## src/rtl/progdiv_pkg.sv

```systemverilog
package progdiv_pkg;

    localparam int CODE_W_DEF = 9;

    typedef enum logic [1:0] {
        CLS_FORCE2 = 2'd0,
        CLS_FORCE3 = 2'd1,
        CLS_DIRECT = 2'd2
    } code_class_e;

    function automatic code_class_e classify_code(input logic zero, input logic one);
        if (zero)     return CLS_FORCE2;
        else if (one) return CLS_FORCE3;
        else          return CLS_DIRECT;
    endfunction

endpackage

```

## src/rtl/progdiv_map.sv

```systemverilog
module progdiv_map
    import progdiv_pkg::*;
#(
    parameter int CODE_W = CODE_W_DEF
) (
    input  logic              clk,
    input  logic              rst,
    input  logic [CODE_W-1:0] code,
    output logic [CODE_W-1:0] reload
);
    localparam logic [CODE_W-1:0] ONE = CODE_W'(1);
    localparam logic [CODE_W-1:0] TWO = CODE_W'(2);

    code_class_e cls;

    always_comb begin
        cls = classify_code(code == '0, code == ONE);
        unique case (cls)
            CLS_FORCE2: reload = ONE;
            CLS_FORCE3: reload = TWO;
            default:    reload = code - ONE;
        endcase
    end

    AST_RELOAD_MIN: assert property (@(posedge clk) disable iff (rst) reload != '0);
endmodule

```

## src/rtl/progdiv_counter.sv

```systemverilog
module progdiv_counter #(
    parameter int CODE_W = progdiv_pkg::CODE_W_DEF
) (
    input  logic              clk,
    input  logic              rst,
    input  logic [CODE_W-1:0] reload,
    output logic              tc
);
    localparam logic [CODE_W-1:0] CNT_MAX = {{(CODE_W-1){1'b1}}, 1'b0};

    logic [CODE_W-1:0] cnt;

    assign tc = (cnt == '0);

    always_ff @(posedge clk) begin
        if (rst || tc) cnt <= reload;
        else           cnt <= cnt - CODE_W'(1);
    end

    AST_RELOAD_AT_TC: assert property (@(posedge clk) disable iff (rst)
        tc |=> cnt == $past(reload));
    AST_DECREMENT: assert property (@(posedge clk) disable iff (rst)
        !tc |=> cnt == CODE_W'($past(cnt) - CODE_W'(1)));
    AST_NO_OVERFLOW: assert property (@(posedge clk) disable iff (rst)
        cnt <= CNT_MAX);
endmodule

```

## src/rtl/progdiv_pulse.sv

```systemverilog
module progdiv_pulse (
    input  logic clk,
    input  logic rst,
    input  logic tc,
    output logic pulse
);
    always_ff @(posedge clk) begin
        if (rst) pulse <= 1'b0;
        else     pulse <= tc;
    end

    AST_PULSE_FOLLOWS: assert property (@(posedge clk) disable iff (rst)
        tc |=> pulse);
    AST_PULSE_SINGLE: assert property (@(posedge clk) disable iff (rst)
        pulse |=> !pulse);
endmodule

```

## src/rtl/progdiv_top.sv

```systemverilog
module progdiv_top
    import progdiv_pkg::*;
#(
    parameter int CODE_W = CODE_W_DEF
) (
    input  logic              clk,
    input  logic              rst,
    input  logic [CODE_W-1:0] code,
    output logic              div_out,
    output logic              tc_strobe
);
    logic [CODE_W-1:0] reload;
    logic              tc;

    progdiv_map #(.CODE_W(CODE_W)) u_map (
        .clk    (clk),
        .rst    (rst),
        .code   (code),
        .reload (reload)
    );

    progdiv_counter #(.CODE_W(CODE_W)) u_cnt (
        .clk    (clk),
        .rst    (rst),
        .reload (reload),
        .tc     (tc)
    );

    progdiv_pulse u_pulse (
        .clk   (clk),
        .rst   (rst),
        .tc    (tc),
        .pulse (div_out)
    );

    assign tc_strobe = tc;

    AST_TC_SPACED: assert property (@(posedge clk) disable iff (rst)
        tc |=> !tc);
    AST_RESET_QUIET: assert property (@(posedge clk)
        rst |=> !div_out);
endmodule

```

## config.mk

```make
export PLATFORM = sky130hd
export DESIGN_NAME = progdiv_top
export DESIGN_NICKNAME = d
export VERILOG_FILES = /design/src/rtl/progdiv_pkg.sv /design/src/rtl/progdiv_map.sv /design/src/rtl/progdiv_counter.sv /design/src/rtl/progdiv_pulse.sv /design/src/rtl/progdiv_top.sv
export SDC_FILE = /design/constraint.sdc
export NUM_CORES = 1
export LEC_CHECK = 0
export BUFFER_PORTS_ARGS = -buffer_cell sky130_fd_sc_hd__buf_2
export CORE_ASPECT_RATIO = 1.4
export CORE_UTILIZATION = 35
export CTS_BUF_LIST = sky130_fd_sc_hd__clkbuf_4 sky130_fd_sc_hd__clkbuf_8
export DETAILED_ROUTE_END_ITERATION = 10
export PLACE_DENSITY = 0.6
export SYNTH_ARGS = -nofsm -noshare
export SYNTH_HDL_FRONTEND = slang
export SYNTH_SLANG_ARGS = --single-unit
```

## constraint.sdc

```tcl
create_clock -name clk -period 1.9 [get_ports clk]
set_clock_uncertainty 0.15 [all_clocks]
set_input_delay 0.38 -clock clk [delete_from_list [all_inputs] [get_ports clk]]
set_output_delay 0.38 -clock clk [all_outputs]
set_load 0.01 [all_outputs]
```

==> results <==
- The run finished, with violations left.
- The checks that failed: negative setup slack.
- The clock transition at the registers of the reported paths is 60 ps.
- The depth of the worst register-to-register path is 5.
- Setup violations remaining at the end of the flow were counted as 7.
- The initial antenna violation count is 0.
- The buffer cell driving the clock tree root is clkbuf_4.
- The final-stage net count is 114.
- The number of sinks handled by clock tree synthesis is 10.
- The total via count after detailed routing is 595.
- The signal on the critical path passes through or4_4 > nor4_4 > buf_2.
- Relative to the synthesized area, the layout overhead comes to 31.3%.
- Cell internal power was estimated by the tool at 415 uW.
- The type of the worst min-delay path is in2reg.
- The final critical-path required period is 1980 ps.
- The area occupied by multi-input gates is 443 um2.
- Pin placement for this block handled 13 I/O pins.
- In this run the number of H-tree levels came out at 1.
- The part of the power in combinational logic is 0.323.
- The floorplan step set the die height to 52.9 um.
- The largest single stage delay on the critical path is 570 ps.
- In the routed design, unresolved DRC markers number 0.
- Detailed placement ended at an HPWL of 1.02 mm.
- 0 antenna diodes ended up in the layout.
- The maximum net fanout on the critical path is 4.
- Headroom to the max-slew limit came out at 0.701.
- At the later pin of the worst-skew pair, clock insertion delay measures 260 ps.
- Entering global routing, the biggest net connects 7 pins.
- In this run the horizontal extent of the chip is 38.3 um.
- For this design the ratio of total power to cell area is 700 mW/mm2.
- The detailed router's first-iteration violation count is 5.
- The arrival time reported for the critical path endpoint is 1450 ps.
- The total global routing track utilization is 0.143.
- The clock network power share is 0.227.
- The number of max-cap violations is 0.
- The critical path is of the reg2out type.
- The worst slack at placement is -3.27 ps.
- After detailed routing, the average wire length per cell comes to 10.4 um.
- For this run, the register share of the synthesized area comes to 0.309.
- In the layout the commonest cells are buf_2, buf_4, dfxtp_1, xnor2_1, inv_1.
- The count of filler cells inserted in the layout is 184.
- TritonCTS built the clock tree.
- The number of slew-limit violations in the final report was 0.
- For the worst setup path, the data required time is 1370 ps.
- The count of port buffers added during placement is 12.
- The yosys synthesis warning count is 0.
- Setup repair after global routing could not meet its margin everywhere.
- The share of total power dissipated in sequential elements is 0.450.
- Leaving out fill and tap cells, the most frequent cell in the layout is buf_2.
- The synthesized net count is 88.
- After technology mapping, the gate count stands at 73.
- After detailed routing, the total wire length is 1.21 mm.
- The switching power is 180 uW.
- The number of cells traversed by the worst hold path is 3.
- The mapped netlist covers 647 um2.
- The distinct cell type count of the synthesized netlist is 25.
- In this run the static leakage power is 0.000363 uW.
- The routability congestion estimate is 0.703.
- At the pin with the least slew margin, the transition time is 444 ps.
- The slowest stage of the critical path is the or4_4 cell.
- The total power is 594 uW.
- The count of state elements after synthesis is 10.
- The kind of start point of the critical path is a flop.
- The initial utilization of the core area, before any placement, comes to 0.368.
- The via count of the first global-routing pass is 541.
- The maximum operating frequency is 0.505 GHz.
- The core box area is 0.00176 mm2.
- Of the total power, the share spent switching nets is 0.302.
- Summed over all layers, the global routing overflow is 0.
- Across the whole layout, storage elements account for 201 um2.
- The final hold violation count was 0.
- The number of buffers between clock root and the deepest sink is 2.
- The count of standard-cell rows is 18.
- The number of iterations in the first detailed-routing pass is 4.
- The instance area after placement is 781 um2.
- The portion of the clock cycle consumed by the worst path in the final layout is 1.04.
- On the final layout, the worst hold slack is 284 ps.
- In this run the mean area of a mapped cell was 8.86 um2.
- Once detail routing completed, the nets flagged for antenna violations numbered 0.
- The post-layout worst setup margin is -81.1 ps.
- The via-per-instance ratio is 5.09.
- The final non-filler cell area is 850 um2.
- The critical path capture point type is an output port.
- Of the cells placed in the final design, the portion with a size suffix greater than 1 is 0.361.
- The worst IR drop on VDD is 0.000235 V.
- The first-pass GRT wire length is 2.02 mm.
- The floorplan step defined a die boundary enclosing 0.00203 mm2.
- The number of clock buffers inserted by TritonCTS is 3.
-- repair_timing --
action                                  4_1_cts  5_1_grt
endpoints found under the setup margin        4       10
resized for setup                             5        3
hold buffers                                  0        0
pin swaps                                     6        1
setup buffers                                 2        0
-- flip-flops by register name, indices dropped and copies added, names as in the netlist --
name	cells
u_cnt.cnt	9
u_pulse.pulse	1
-- Yosys cell counts --
| master | instances | area [um2] |
|---|---|---|
| inv_1 | 6 | 22.5 |
| nor2_1 | 5 | 18.8 |
| buf_6 | 1 | 11.3 |
| nand2_2 | 1 | 6.26 |
| o22ai_1 | 6 | 37.5 |
| or4_4 | 1 | 11.3 |
| o21ai_1 | 1 | 5.00 |
| o211ai_1 | 1 | 7.51 |
| xor2_1 | 5 | 43.8 |
| o41ai_4 | 1 | 27.5 |
| nand2_1 | 3 | 11.3 |
| nor4_1 | 4 | 25.0 |
| and2b_2 | 1 | 8.76 |
| dfxtp_1 | 10 | 200 |
| or4_1 | 1 | 7.51 |
| ha_1 | 4 | 50.1 |
| o311ai_0 | 1 | 8.76 |
| nand2b_1 | 1 | 6.26 |
| o21ai_0 | 1 | 5.00 |
| o22a_1 | 1 | 8.76 |
| and2_1 | 1 | 6.26 |
| nand3_1 | 4 | 20.0 |
| xnor2_1 | 8 | 70.1 |
| nor3_1 | 3 | 15.0 |
| a31oi_1 | 2 | 12.5 |
-- worst max-delay path: cells and delay by family (launching register included) --
kind | cells | cell delay (ps)
simple gates | 2 | 720
buf+inv | 1 | 170
flops | 1 | 320
-- cells by family after synthesis --
family	synth area share
simple gates	0.211
flops	0.309
buf+inv	0.0522
xor+xnor	0.176
compound gates	0.174
fa+ha+maj	0.0774
-- metrics by stage --
step / utilization / cells / TNS (ps)
after floorplan: - / 73 / 0
after global placement: 0.444 / 112 / 0
after detailed placement: 0.444 / 112 / -3.93
after CTS: 0.478 / 117 / -180
after global routing: 0.484 / 117 / -747
final: 0.484 / 117 / -172
-- cell type report --
class	count	area share
timing repair buffer	22	0.159
sequential	10	0.237
clock buffer	3	0.0265
tap	20	0.0295
inverter	6	0.0265
multi-input combinational	56	0.521
-- worst paths after layout --
kind	startpoint	end	slack, ps
worst max-delay path	u_cnt.cnt[6]	tc_strobe	-80
worst min register to register	u_cnt.cnt[0]	u_cnt.cnt[0]	400
worst max register to register	u_cnt.cnt[6]	u_cnt.cnt[7]	-30
worst min-delay path	code[8]	u_cnt.cnt[8]	280
-- power groups by stage --
stage / Clock [uW] / Sequential (uW) / Combinational, uW
after floorplan: 0 / 271 / 109
after CTS: 144 / 267 / 188
after detailed placement: 0 / 269 / 170
final: 135 / 268 / 192
after global routing: 150 / 271 / 214
after global placement: 0 / 268 / 168
-- metal layers --
metal | track usage | vias to the layer above | part of all wire | wire length, um
met2 | 0.271 | 13 | 0.55 | 663
met4 | 0.0862 | 0 | 0.024 | 29
met5 | 0 | - | 0 | 0
met3 | 0.0252 | 4 | 0.028 | 34
met1 | 0.135 | 265 | 0.40 | 485
li1 | - | 313 | - | -
(Power assumes the default switching activity.)
